$ cat src/rtl/crs_pkg.sv
// Shared types for the call and return stack controller.
// Assumes: one accepted operation per cycle at most.
package crs_pkg;
    typedef enum logic [2:0] {
        OP_NONE,
        OP_STEP,
        OP_PUSH,
        OP_POP,
        OP_CALL,
        OP_RET
    } op_e;

    typedef enum logic [1:0] {
        ST_IDLE,
        ST_CALL_JMP,
        ST_RET_LOAD
    } st_e;
endpackage

$ cat src/rtl/crs_arbiter.sv
// Request arbiter: picks at most one request per cycle by fixed priority
// (call, return, push, pop, step) and flags overflow or underflow.
// Assumes: the fullness and emptiness inputs reflect the current stack pointer.
module crs_arbiter
    import crs_pkg::*;
(
    input  logic busy,
    input  logic empty,
    input  logic full,
    input  logic call_req,
    input  logic ret_req,
    input  logic push_req,
    input  logic pop_req,
    input  logic step_req,
    output op_e  op,
    output logic fault
);
    // Priority selection with the bound check folded in.
    always_comb begin
        op    = OP_NONE;
        fault = 1'b0;
        if (!busy) begin
            if (call_req) begin
                if (full) fault = 1'b1;
                else      op    = OP_CALL;
            end else if (ret_req) begin
                if (empty) fault = 1'b1;
                else       op    = OP_RET;
            end else if (push_req) begin
                if (full) fault = 1'b1;
                else      op    = OP_PUSH;
            end else if (pop_req) begin
                if (empty) fault = 1'b1;
                else       op    = OP_POP;
            end else if (step_req) begin
                op = OP_STEP;
            end
        end
    end
endmodule

$ cat src/rtl/crs_sp.sv
// Stack pointer unit: a downward-growing byte pointer stepping by 2. It
// produces the full and empty flags and the RAM slot indices for a write at
// sp-2 and a read at sp.
// Assumes: DEPTH is a power of two and the region sits below STACK_TOP.
module crs_sp #(
    parameter int AW        = 16,
    parameter int DEPTH     = 8,
    parameter int STACK_TOP = 'h0400,
    parameter int IDX_W     = $clog2(DEPTH)
) (
    input  logic             clk,
    input  logic             rst_n,
    input  logic             dec,
    input  logic             inc,
    output logic [AW-1:0]    sp,
    output logic             empty,
    output logic             full,
    output logic [IDX_W-1:0] wr_idx,
    output logic [IDX_W-1:0] rd_idx
);
    localparam logic [AW-1:0] TOP  = AW'(STACK_TOP);
    localparam logic [AW-1:0] BASE = AW'(STACK_TOP - 2 * DEPTH);
    localparam logic [AW-1:0] TWO  = AW'(2);

    // Pointer register: predecrement on write, postincrement on read.
    always_ff @(posedge clk) begin
        if (!rst_n)   sp <= TOP;
        else if (dec) sp <= sp - TWO;
        else if (inc) sp <= sp + TWO;
    end

    // Bound flags and word indices into the stack RAM.
    always_comb begin
        empty  = (sp == TOP);
        full   = (sp == BASE);
        wr_idx = IDX_W'((sp - BASE - TWO) >> 1);
        rd_idx = IDX_W'((sp - BASE) >> 1);
    end
endmodule

$ cat src/rtl/crs_ram.sv
// Stack storage: single-clock RAM with a synchronous write and a registered read.
// Assumes: the write and read enables never address the same slot in one cycle.
module crs_ram #(
    parameter int AW    = 16,
    parameter int DEPTH = 8,
    parameter int IDX_W = $clog2(DEPTH)
) (
    input  logic             clk,
    input  logic             rst_n,
    input  logic             we,
    input  logic [IDX_W-1:0] widx,
    input  logic [AW-1:0]    wdata,
    input  logic             re,
    input  logic [IDX_W-1:0] ridx,
    output logic [AW-1:0]    rdata
);
    logic [AW-1:0] mem [DEPTH];

    // Array write; contents need no reset.
    always_ff @(posedge clk) begin
        if (we) mem[widx] <= wdata;
    end

    // Registered read port, held between reads.
    always_ff @(posedge clk) begin
        if (!rst_n)  rdata <= '0;
        else if (re) rdata <= mem[ridx];
    end
endmodule

$ cat src/rtl/crs_call_stack.sv
// Call and return stack controller top. It owns the program counter, the
// two-step call and return sequencer and the sticky error flag, and it joins
// the arbiter, the pointer unit and the stack RAM.
// Assumes: the request strobes are synchronous to clk and last one cycle each.
module crs_call_stack
    import crs_pkg::*;
#(
    parameter int AW          = 16,
    parameter int DEPTH       = 8,
    parameter int STACK_TOP   = 'h0400,
    parameter int RESET_PC    = 'h0100,
    parameter int INSTR_BYTES = 2
) (
    input  logic          clk,
    input  logic          rst_n,
    input  logic          push_req,
    input  logic          pop_req,
    input  logic          call_req,
    input  logic          ret_req,
    input  logic          pc_step,
    input  logic [AW-1:0] entry_addr,
    input  logic [AW-1:0] push_data,
    output logic [AW-1:0] pop_data,
    output logic [AW-1:0] pc,
    output logic [AW-1:0] sp,
    output logic          busy,
    output logic          stack_err
);
    localparam int IDX_W = $clog2(DEPTH);

    st_e              state;
    op_e              op;
    logic             fault;
    logic             empty;
    logic             full;
    logic             sp_dec;
    logic             sp_inc;
    logic [IDX_W-1:0] wr_idx;
    logic [IDX_W-1:0] rd_idx;
    logic [AW-1:0]    wr_word;
    logic [AW-1:0]    target_q;

    assign busy = (state != ST_IDLE);

    crs_arbiter u_arb (
        .busy     (busy),
        .empty    (empty),
        .full     (full),
        .call_req (call_req),
        .ret_req  (ret_req),
        .push_req (push_req),
        .pop_req  (pop_req),
        .step_req (pc_step),
        .op       (op),
        .fault    (fault)
    );

    // Stack movement and the word written for the chosen operation.
    always_comb begin
        sp_dec  = (op == OP_PUSH) || (op == OP_CALL);
        sp_inc  = (op == OP_POP)  || (op == OP_RET);
        wr_word = (op == OP_CALL) ? pc : push_data;
    end

    crs_sp #(
        .AW        (AW),
        .DEPTH     (DEPTH),
        .STACK_TOP (STACK_TOP),
        .IDX_W     (IDX_W)
    ) u_sp (
        .clk    (clk),
        .rst_n  (rst_n),
        .dec    (sp_dec),
        .inc    (sp_inc),
        .sp     (sp),
        .empty  (empty),
        .full   (full),
        .wr_idx (wr_idx),
        .rd_idx (rd_idx)
    );

    crs_ram #(
        .AW    (AW),
        .DEPTH (DEPTH),
        .IDX_W (IDX_W)
    ) u_ram (
        .clk   (clk),
        .rst_n (rst_n),
        .we    (sp_dec),
        .widx  (wr_idx),
        .wdata (wr_word),
        .re    (sp_inc),
        .ridx  (rd_idx),
        .rdata (pop_data)
    );

    // Sequencer: the second step of a call or return runs in the busy cycle.
    always_ff @(posedge clk) begin
        if (!rst_n) begin
            state <= ST_IDLE;
        end else begin
            unique case (state)
                ST_IDLE: begin
                    if (op == OP_CALL)     state <= ST_CALL_JMP;
                    else if (op == OP_RET) state <= ST_RET_LOAD;
                end
                default: state <= ST_IDLE;
            endcase
        end
    end

    // Entry address capture for the jump step.
    always_ff @(posedge clk) begin
        if (!rst_n)              target_q <= '0;
        else if (op == OP_CALL)  target_q <= entry_addr;
    end

    // Program counter: step, jump to the entry, or restore from the stack.
    always_ff @(posedge clk) begin
        if (!rst_n)                      pc <= AW'(RESET_PC);
        else if (state == ST_CALL_JMP)   pc <= target_q;
        else if (state == ST_RET_LOAD)   pc <= pop_data;
        else if (op == OP_STEP)          pc <= pc + AW'(INSTR_BYTES);
    end

    // Sticky overflow and underflow flag.
    always_ff @(posedge clk) begin
        if (!rst_n)     stack_err <= 1'b0;
        else if (fault) stack_err <= 1'b1;
    end
endmodule

$ cat config.mk
export PLATFORM = sky130hd
export DESIGN_NAME = crs_call_stack
export DESIGN_NICKNAME = d
export VERILOG_FILES = /design/src/rtl/crs_pkg.sv /design/src/rtl/crs_arbiter.sv /design/src/rtl/crs_sp.sv /design/src/rtl/crs_ram.sv /design/src/rtl/crs_call_stack.sv
export SDC_FILE = /design/constraint.sdc
export NUM_CORES = 1
export LEC_CHECK = 0
export BUFFER_PORTS_ARGS = -buffer_cell sky130_fd_sc_hd__buf_4
export CAP_MARGIN = 20
export CORE_ASPECT_RATIO = 0.9
export CORE_MARGIN = 2
export CORE_UTILIZATION = 60
export DETAILED_ROUTE_END_ITERATION = 10
export GPL_TIMING_DRIVEN = 0
export PLACE_DENSITY = 0.81
export SLEW_MARGIN = 30
export SYNTH_ARGS = -nofsm -noshare
export SYNTH_HDL_FRONTEND = slang
export SYNTH_SLANG_ARGS = --single-unit
$ cat constraint.sdc
create_clock -name clk -period 6.1 [get_ports clk]
set_input_delay 1.83 -clock clk [delete_from_list [all_inputs] [get_ports clk]]
set_output_delay 1.83 -clock clk [all_outputs]
set_load 0.01 [all_outputs]
==> flow_summary.json, run 1 <==
{
  "status": "completed",
  "ys_warn_count": 0,
  "path_clk_slew_ns": 0.07,
  "crit_chain": "clkbuf_1, buf_1, inv_1, ha_1, nor4b_4, a41o_1, or2_1, clkbuf_1, inv_1, ha_1, a21oi_1, a21oi_1, a2111oi_1, nand2_1, o311ai_1",
  "io_buffer_count": 87,
  "hold_viol": 0,
  "via_per_inst": 6.547,
  "clock-sinks": 194,
  "wl_per_cell_microns": 22.80,
  "fin_crit_ns": 5.287,
  "synth_area_sq_um": 8981,
  "cts_setup_buffers": 0,
  "postRouteAntennaNets": 0,
  "coreArea_sq_um": 14660,
  "routed.top_layer": "met4",
  "met3_length_mm": 2.330,
  "grt_pass1_wl_mm": 37.72,
  "cellLeakagePower_nw": 4.107,
  "cap_viol_max_count": 0,
  "whs_ns": 0.4752,
  "critPathArrivalTime_ns": 5.63,
  "vdd_drop_max_uv": 285.9,
  "synth_nets": 791,
  "insertion_delay_ns": 0.44,
  "grt_pass1_vias": 6811,
  "via_count": 6966,
  "layout_common_cells": "nand2_1, edfxtp_1, buf_4, dfxtp_1, mux4_2",
  "synth_area_per_cell_sq_um": 12.27,
  "worstPathRequired_ns": 6.45,
  "hp-class": "register to register",
  "synthArstFlopShare_pct": 0,
  "io_pins": 89,
  "seq_area_frac_synth_pct": 57.51,
  "cts_tree": "done",
  "fin_nets": 913,
  "htreeDepth": 4,
  "crit_fanout": 16,
  "drc": 0,
  "grt_max_degree": 20,
  "design_power_total_w": 0.004188,
  "skew_ns": 0.01092,
  "worst_pin_slew_ns": 1.059,
  "dp_hpwl_mm": 17.27,
  "slew_headroom_pct": 29.37,
  "ys.flop_type": "edfxtp_1",
  "place_congestion": 0.9277,
  "cp-start-kind": "register",
  "synth-edff-count": 128,
  "fin_crit_sh_pct": 86.67,
  "chipHeight_microns": 120.1,
  "wirelength_mm": 24.26,
  "ys_seq_elements": 194,
  "dr_wl_met2_mm": 11.78,
  "finalMaxSlewViolations": 0,
  "cts-resized-gates": 0,
  "max_freq_mhz": 189.1,
  "antenna_found_initial": 0,
  "n_antenna_cell": 0,
  "setup_viol": 0,
  "crit_type": "register to register",
  "wl_met1_mm": 9.354,
  "rows": 42,
  "drt-pass1-iter-count": 5,
  "synthToLayoutAreaGrowth_pct": 18.15,
  "drtIter0Drc": 1048,
  "synthCells": 732,
  "layout_commonest_cell": "nand2_1",
  "cp-end-kind": "register",
  "power_per_cell_area_nw_per_um2": 394.7,
  "start_util_pct": 61.26,
  "grt_usage_pct": 31.56,
  "critPathMaxStageDelay_ns": 0.79,
  "drive_gt1_share_pct": 22.75,
  "dieArea_sq_um": 15960,
  "cpMaxStageDelayCell": "a2111oi_1",
  "die_width_microns": 133.0,
  "cts_root_buf": "clkbuf_16",
  "final.setup.tns_ns": 0,
  "overflow": 0,
  "rsz0062_at_grt": "false",
  "cts_hold_buffers": 0,
  "cts_made_buffers": 17,
  "cts_max_path_buffers": 2,
  "synth_cell_types": 71
}
## logic make-up after synthesis
family / count (synthesis) / synth area share, %
xor+xnor: 16 / 1.560
flops: 194 / 57.51
fa+ha+maj: 20 / 2.870
mux: 53 / 10.38
other cells: 1 / 0.04175
simple gates: 249 / 13.46
compound gates: 143 / 11.54
buf+inv: 56 / 2.647
## critical path, delay by kind of cell, from the launching register on
kind | cells | cell delay (ns)
AOI/OAI and AO/OA | 5 | 1.69
adders and majority gates | 2 | 0.70
buffers and inverters | 5 | 1.86
DFF | 1 | 0.43
and+or+nand+nor | 3 | 0.50
## power by group
group	total [W]	internal, W	switching, W
combinational	0.00133	0.000542	0.000792
sequential	0.00178	0.00163	0.000145
clock	0.00108	0.000545	0.000534
## state kept, by name, indices dropped and copies added, names as in the netlist
| name | flops |
|---|---|
| stack_err | 1 |
| u_ram.mem | 128 |
| pc | 16 |
| u_ram.rdata | 16 |
| target_q | 16 |
| state | 2 |
| u_sp.sp | 15 |
## layout make-up
class | instances | area [sq um]
tap | 198 | 247.7
clock inverter | 13 | 138.9
timing repair buffer | 103 | 777.0
multi-input combinational | 482 | 3616
clock buffer | 18 | 429.2
buffer | 43 | 188.9
inverter | 13 | 48.80
sequential | 194 | 5165
fill | 973 | 4050
## per-layer routing
metal / up-vias / GRT usage [%]
li1: 3018 / -
met1: 3425 / 42.48
met2: 437 / 51.00
met3: 86 / 6.126
met4: 0 / 12.84
met5: - / 0
## stage by stage
| step | utilization, % | instance area [sq um] | cells | setup WS (ns) |
|---|---|---|---|---|
| 2_1_floorplan | - | 8981 | 732 | 1.648 |
| 3_3_place_gp | 67.40 | 9882 | 1017 | 0.1610 |
| 3_5_place_dp | 68.50 | 10040 | 1033 | 0.6940 |
| 4_1_cts | 72.38 | 10610 | 1064 | 0.8732 |
| 5_1_grt | 72.38 | 10610 | 1064 | 0.5007 |
| 6_report | 72.38 | 10610 | 1064 | 0.8131 |
## cell usage after synthesis (all sizes together), types with 2 or more instances
master	number	area share, %
o21ai	23	1.3
nor3b	2	0.17
a211oi	3	0.25
o21bai	4	0.33
buf	19	1.1
mux4	32	8.0
mux2i	20	2.2
a21oi	27	1.5
dfxtp	66	15
nand2b	8	0.56
inv	13	0.54
nor2	15	0.63
clkbuf	24	1.0
o211a	19	2.1
a2111oi	2	0.21
and4	3	0.31
or3	3	0.22
and2	5	0.35
edfxtp	128	43
nand2	136	5.7
o211ai	15	1.3
nor4	4	0.28
a21o	4	0.33
xnor2	8	0.78
a21boi	23	1.9
o311ai	4	0.47
o22ai	3	0.28
nor3	10	0.56
nand4	15	1.2
nand4b	3	0.29
and3	7	0.52
o21a	4	0.33
or4	2	0.21
xor2	8	0.78
ha	19	2.6
nand3	26	1.4
nor2b	4	0.28
nor4b	3	0.46
## worst paths after layout
path                     from     endpoint  cells past startpoint  slack [ns]
setup / recovery   u_sp.sp[2]  u_sp.sp[15]                     15        0.81
hold / removal    target_q[8]  target_q[8]                      2        0.48
setup reg to reg   u_sp.sp[2]  u_sp.sp[15]                     15        0.81
hold reg to reg   target_q[8]  target_q[8]                      2        0.48
Note: power is estimated with default switching activity, not from simulation.
==> inputs of run 2 (changes only) <==
CAP_MARGIN = unset   (was 20)
CELL_PAD_IN_SITES_DETAIL_PLACEMENT = 0   (was unset)
CELL_PAD_IN_SITES_GLOBAL_PLACEMENT = 2   (was unset)
CORE_UTILIZATION = 44   (was 60)
PLACE_DENSITY = unset   (was 0.81)
PLACE_DENSITY_LB_ADDON = 0.1   (was unset)
clock period = 6.2 ns   (was 6.1 ns; I/O delays follow)
==> flow_summary.json, run 2 (same netlist as run 1, synthesis figures left out) <==
{
  "status": "completed",
  "worstPathRequired_ns": 6.55,
  "antenna_found_initial": 0,
  "rsz0062_at_grt": "false",
  "r2r_end": "u_sp.sp[15]",
  "start_util_pct": 44.94,
  "layout_common_cells": "nand2_1, edfxtp_1, buf_4, dfxtp_1, mux4_2",
  "vdd_drop_max_uv": 224.3,
  "largest_reg_flops": 128,
  "skew_ns": 0.01262,
  "seqCellArea_sq_um": 5165,
  "via_per_inst": 5.707,
  "overflow": 0,
  "fillCellCount": 1775,
  "drive_gt1_share_pct": 22.86,
  "drc": 0,
  "critPathArrivalTime_ns": 5.56,
  "multi_input_area_sq_um": 3621,
  "io_pins": 89,
  "cts_hold_buffers": 0,
  "final_area_sq_um": 10690,
  "cts_made_buffers": 17,
  "design_power_total_w": 0.004115,
  "r2r_cells": 15,
  "setup_viol": 0,
  "postPlaceCellArea_sq_um": 10110,
  "whs_endpoint": "target_q[6]",
  "cts_tree": "done",
  "dp_hpwl_mm": 17.77,
  "critPathMaxStageDelay_ns": 0.71,
  "cap_viol_max_count": 0,
  "cts-resized-gates": 0,
  "fin_crit_sh_pct": 84.09,
  "fin_util_pct": 53.51,
  "rrSetupSlack_ns": 0.99,
  "cts_max_path_buffers": 2,
  "finalMaxSlewViolations": 0,
  "max_freq_mhz": 191.8,
  "min-delay-start": "target_q[6]",
  "place_congestion": 0.8460,
  "hold_viol": 0,
  "path_clk_slew_ns": 0.08,
  "wl_per_cell_microns": 21.34,
  "grt_pass1_wl_mm": 37.12,
  "dieArea_sq_um": 21570,
  "wirelength_mm": 23.92,
  "coreArea_sq_um": 19990,
  "grt_max_degree": 20,
  "via_count": 6397,
  "cpMaxStageDelayCell": "buf_1",
  "regMostFlops": "u_ram.mem",
  "rows": 49,
  "fin_nets": 912,
  "clock-sinks": 194,
  "grt_usage_pct": 22.88,
  "n_antenna_cell": 0,
  "postRouteAntennaNets": 0,
  "drt-pass1-iter-count": 8,
  "drtIter0Drc": 532,
  "slew_headroom_pct": 33.24,
  "cts_root_buf": "clkbuf_16",
  "synthToLayoutAreaGrowth_pct": 19.07,
  "r2r-start": "u_sp.sp[2]",
  "layout_commonest_cell": "nand2_1",
  "final.setup.tns_ns": 0,
  "chipHeight_microns": 139.5,
  "worst_pin_slew_ns": 1.001,
  "hp-class": "register to register",
  "cellLeakagePower_nw": 4.114,
  "cp-start-kind": "register",
  "crit_type": "register to register",
  "cp-end-kind": "register",
  "power_per_cell_area_nw_per_um2": 384.8,
  "io_buffer_count": 87,
  "holdPathStages": 2,
  "grt_pass1_vias": 6447,
  "die_width_microns": 154.6,
  "cts_setup_buffers": 0,
  "fin_crit_ns": 5.213,
  "crit_chain": "clkbuf_1, buf_1, inv_1, ha_1, nor4b_4, a41o_1, or2_1, clkbuf_1, inv_1, ha_1, a21oi_1, a21oi_1, a2111oi_1, nand2_1, o311ai_1",
  "insertion_delay_ns": 0.43,
  "htreeDepth": 4,
  "crit_fanout": 16
}
[run 2: how the worst max path moves through the flow]
| stage | start | endpoint | slack (ns) | cells past startpoint |
|---|---|---|---|---|
| after floorplan | ret_req | u_ram.mem[2][0] | 1.72 | 7 |
| after global placement | ret_req | u_ram.mem[3][5] | 0.01 | 6 |
| after detailed placement | ret_req | u_sp.sp[15] | 0.82 | 12 |
| after CTS | u_sp.sp[2] | u_sp.sp[15] | 0.95 | 15 |
| after global routing | u_sp.sp[2] | u_sp.sp[15] | 0.63 | 15 |
| final | u_sp.sp[2] | u_sp.sp[15] | 0.99 | 15 |
[run 2: layout make-up]
class / count / area share, %
flip-flops and latches: 194 / 48.30
multi-input cells: 482 / 33.86
repair buffers: 102 / 7.137
clock buffers: 17 / 3.978
well taps: 255 / 2.984
plain buffers: 43 / 1.767
clock inverters: 15 / 1.521
inverters: 13 / 0.4563
[run 2: routing by layer]
layer,vias up,global-route usage [%],share of wire [%]
li1,3015,-,-
met1,3207,32.36,46
met2,160,37.95,49
met3,15,3.270,4.0
met4,0,4.922,0.78
met5,-,0,0
[run 2: critical path, delay by kind of cell (launching register included)]
family,cells,cell delay [ns]
buffers and inverters,5,1.89
AOI/OAI and AO/OA,5,1.60
adders and majority gates,2,0.73
and+or+nand+nor,3,0.50
DFF,1,0.40
[run 2: through the flow]
stage               worst slack, ns  cells  hold slack [ns]
floorplan                     1.718    732           0.4428
global placement            0.01284   1074           0.4638
detailed placement           0.8193   1089           0.4648
CTS                          0.9546   1121           0.4756
global route                 0.6339   1121           0.5036
finish                       0.9865   1121           0.4718
[run 2: report_power, final]
group / internal, W / leakage [nW] / switching, W
registers: 0.00160 / 1.72 / 0.000136
clock network: 0.000573 / 0.286 / 0.000521
logic: 0.000529 / 2.11 / 0.000752
==> inputs of run 3 (changes only) <==
CORE_UTILIZATION = 40   (was 44)
clock period = 5.35 ns   (was 6.2 ns; I/O delays follow)
==> flow_summary.json, run 3 (same netlist as run 1, synthesis figures left out) <==
{
  "status": "completed",
  "critPathArrivalTime_ns": 5.38,
  "via_per_inst": 5.513,
  "start_util_pct": 41.15,
  "coreArea_sq_um": 21820,
  "cts_made_buffers": 17,
  "finalMaxSlewViolations": 0,
  "cts_tree": "done",
  "clock-sinks": 194,
  "hp-class": "register to register",
  "setup_viol": 0,
  "cap_viol_max_count": 0,
  "drive_gt1_share_pct": 23.42,
  "rrSetupSlack_ns": 0.30,
  "layout_commonest_cell": "nand2_1",
  "grt_max_degree": 20,
  "crit_chain": "clkbuf_1, clkbuf_2, inv_1, ha_1, nor4b_4, a41o_1, or2_1, clkbuf_1, clkinvlp_4, buf_12, fa_1, a211oi_1, o21ai_1, a311oi_1, or4b_1, nand3_1",
  "worst_pin_slew_ns": 0.9763,
  "cp-start-kind": "register",
  "grt_pass1_wl_mm": 38.47,
  "io_buffer_count": 87,
  "crit_type": "register to register",
  "power_per_cell_area_nw_per_um2": 442.7,
  "fin_ws_ns": 0.3015,
  "insertion_delay_ns": 0.44,
  "seqCellArea_sq_um": 5165,
  "synthToLayoutAreaGrowth_pct": 20.08,
  "rows": 51,
  "largest_reg_flops": 128,
  "antenna_found_initial": 0,
  "cts_hold_buffers": 0,
  "cellLeakagePower_nw": 4.137,
  "vdd_drop_max_uv": 243.4,
  "skew_ns": 0.009220,
  "wirelength_mm": 24.86,
  "max_freq_mhz": 198.1,
  "slew_headroom_pct": 34.91,
  "hold_viol": 0,
  "fin_crit_ns": 5.049,
  "regMostFlops": "u_ram.mem",
  "path_clk_slew_ns": 0.08,
  "postRouteAntennaNets": 0,
  "critPathMaxStageDelay_ns": 0.43,
  "drc": 0,
  "fillCellCount": 1994,
  "dieArea_sq_um": 23670,
  "overflow": 0,
  "fin_util_pct": 49.42,
  "dp_hpwl_mm": 18.57,
  "place_congestion": 0.8740,
  "via_count": 6406,
  "htreeDepth": 4,
  "die_width_microns": 161.9,
  "chipHeight_microns": 146.2,
  "cts_root_buf": "clkbuf_16",
  "cts_max_path_buffers": 2,
  "place_ws_ns": 0.1520,
  "grt_usage_pct": 21.53,
  "layout_common_cells": "nand2_1, edfxtp_1, buf_4, dfxtp_1, mux4_2",
  "multi_input_area_sq_um": 3631,
  "design_power_total_w": 0.004774,
  "grt_pass1_vias": 6618,
  "n_antenna_cell": 0,
  "drt-pass1-iter-count": 7,
  "drtIter0Drc": 564,
  "worstPathRequired_ns": 5.68,
  "timing.critical_path.mode_cell": "clkbuf_1",
  "fin_nets": 917,
  "crit_fanout": 11,
  "io_pins": 89,
  "cp-end-kind": "register",
  "fin_crit_sh_pct": 94.37,
  "cpMaxStageDelayCell": "clkinvlp_4",
  "wl_per_cell_microns": 21.39
}
-- run 3: cell types whose count changed in the layout (fill, tap and decap cells not counted), sizes merged --
cell      change
inv           +1
bufinv        -1
clkbuf        +2
buf           +4
clkinvlp      -1
-- run 3: stage by stage --
step | cell area (sq um) | setup TNS [ns] | hold slack, ns | std cells
after floorplan | 8981 | 0 | 0.4428 | 732
after global placement | 9998 | -53.23 | 0.4638 | 1110
after detailed placement | 10150 | 0 | 0.4662 | 1124
after CTS | 10720 | 0 | 0.4770 | 1156
after global routing | 10780 | -0.008420 | 0.4940 | 1162
final | 10780 | 0 | 0.4703 | 1162
-- run 3: area by class of cell --
type	instances	share of cell area [%]
Tap cell	291	3.376
Clock buffer	18	3.980
Inverter	13	0.4873
Sequential cell	194	47.89
Clock inverter	14	1.241
Buffer	43	1.764
Timing Repair Buffer	107	7.588
Multi-Input combinational cell	482	33.67
-- run 3: path summary, 6_finish.rpt --
check,startpoint,endpoint,cells after the start
worst max-delay path,u_sp.sp[2],u_sp.sp[11],16
worst min-delay path,target_q[5],target_q[5],2
worst max register to register,u_sp.sp[2],u_sp.sp[11],16
worst min register to register,target_q[5],target_q[5],2
-- run 3: critical path: cells and delay by family, from the launching register on --
| kind | cells | cell delay [ns] |
|---|---|---|
| adder cells (fa/ha/maj) | 2 | 0.72 |
| AND/OR/NAND/NOR | 4 | 0.71 |
| flip-flops | 1 | 0.35 |
| buffers and inverters | 6 | 1.77 |
| AO/OA/AOI/OAI | 4 | 1.39 |
-- run 3: metal layers --
layer | track usage, % | up-vias | part of all wire [%]
met5 | 0 | - | 0
met2 | 35.77 | 174 | 49
met3 | 3.835 | 24 | 4.5
met4 | 5.575 | 0 | 1.4
met1 | 29.34 | 3192 | 45
li1 | - | 3016 | -
-- run 3: power breakdown --
| group | switching (W) | leakage, nW | internal (W) |
|---|---|---|---|
| combinational | 0.000889 | 2.14 | 0.000628 |
| sequential | 0.000161 | 1.72 | 0.00186 |
| clock | 0.000619 | 0.280 | 0.000620 |
-- run 3: timing repair --
item / in CTS / in global routing
resized for setup: 0 / 3
buffers inserted: 0 / 6
endpoints found under the setup margin: 0 / 3
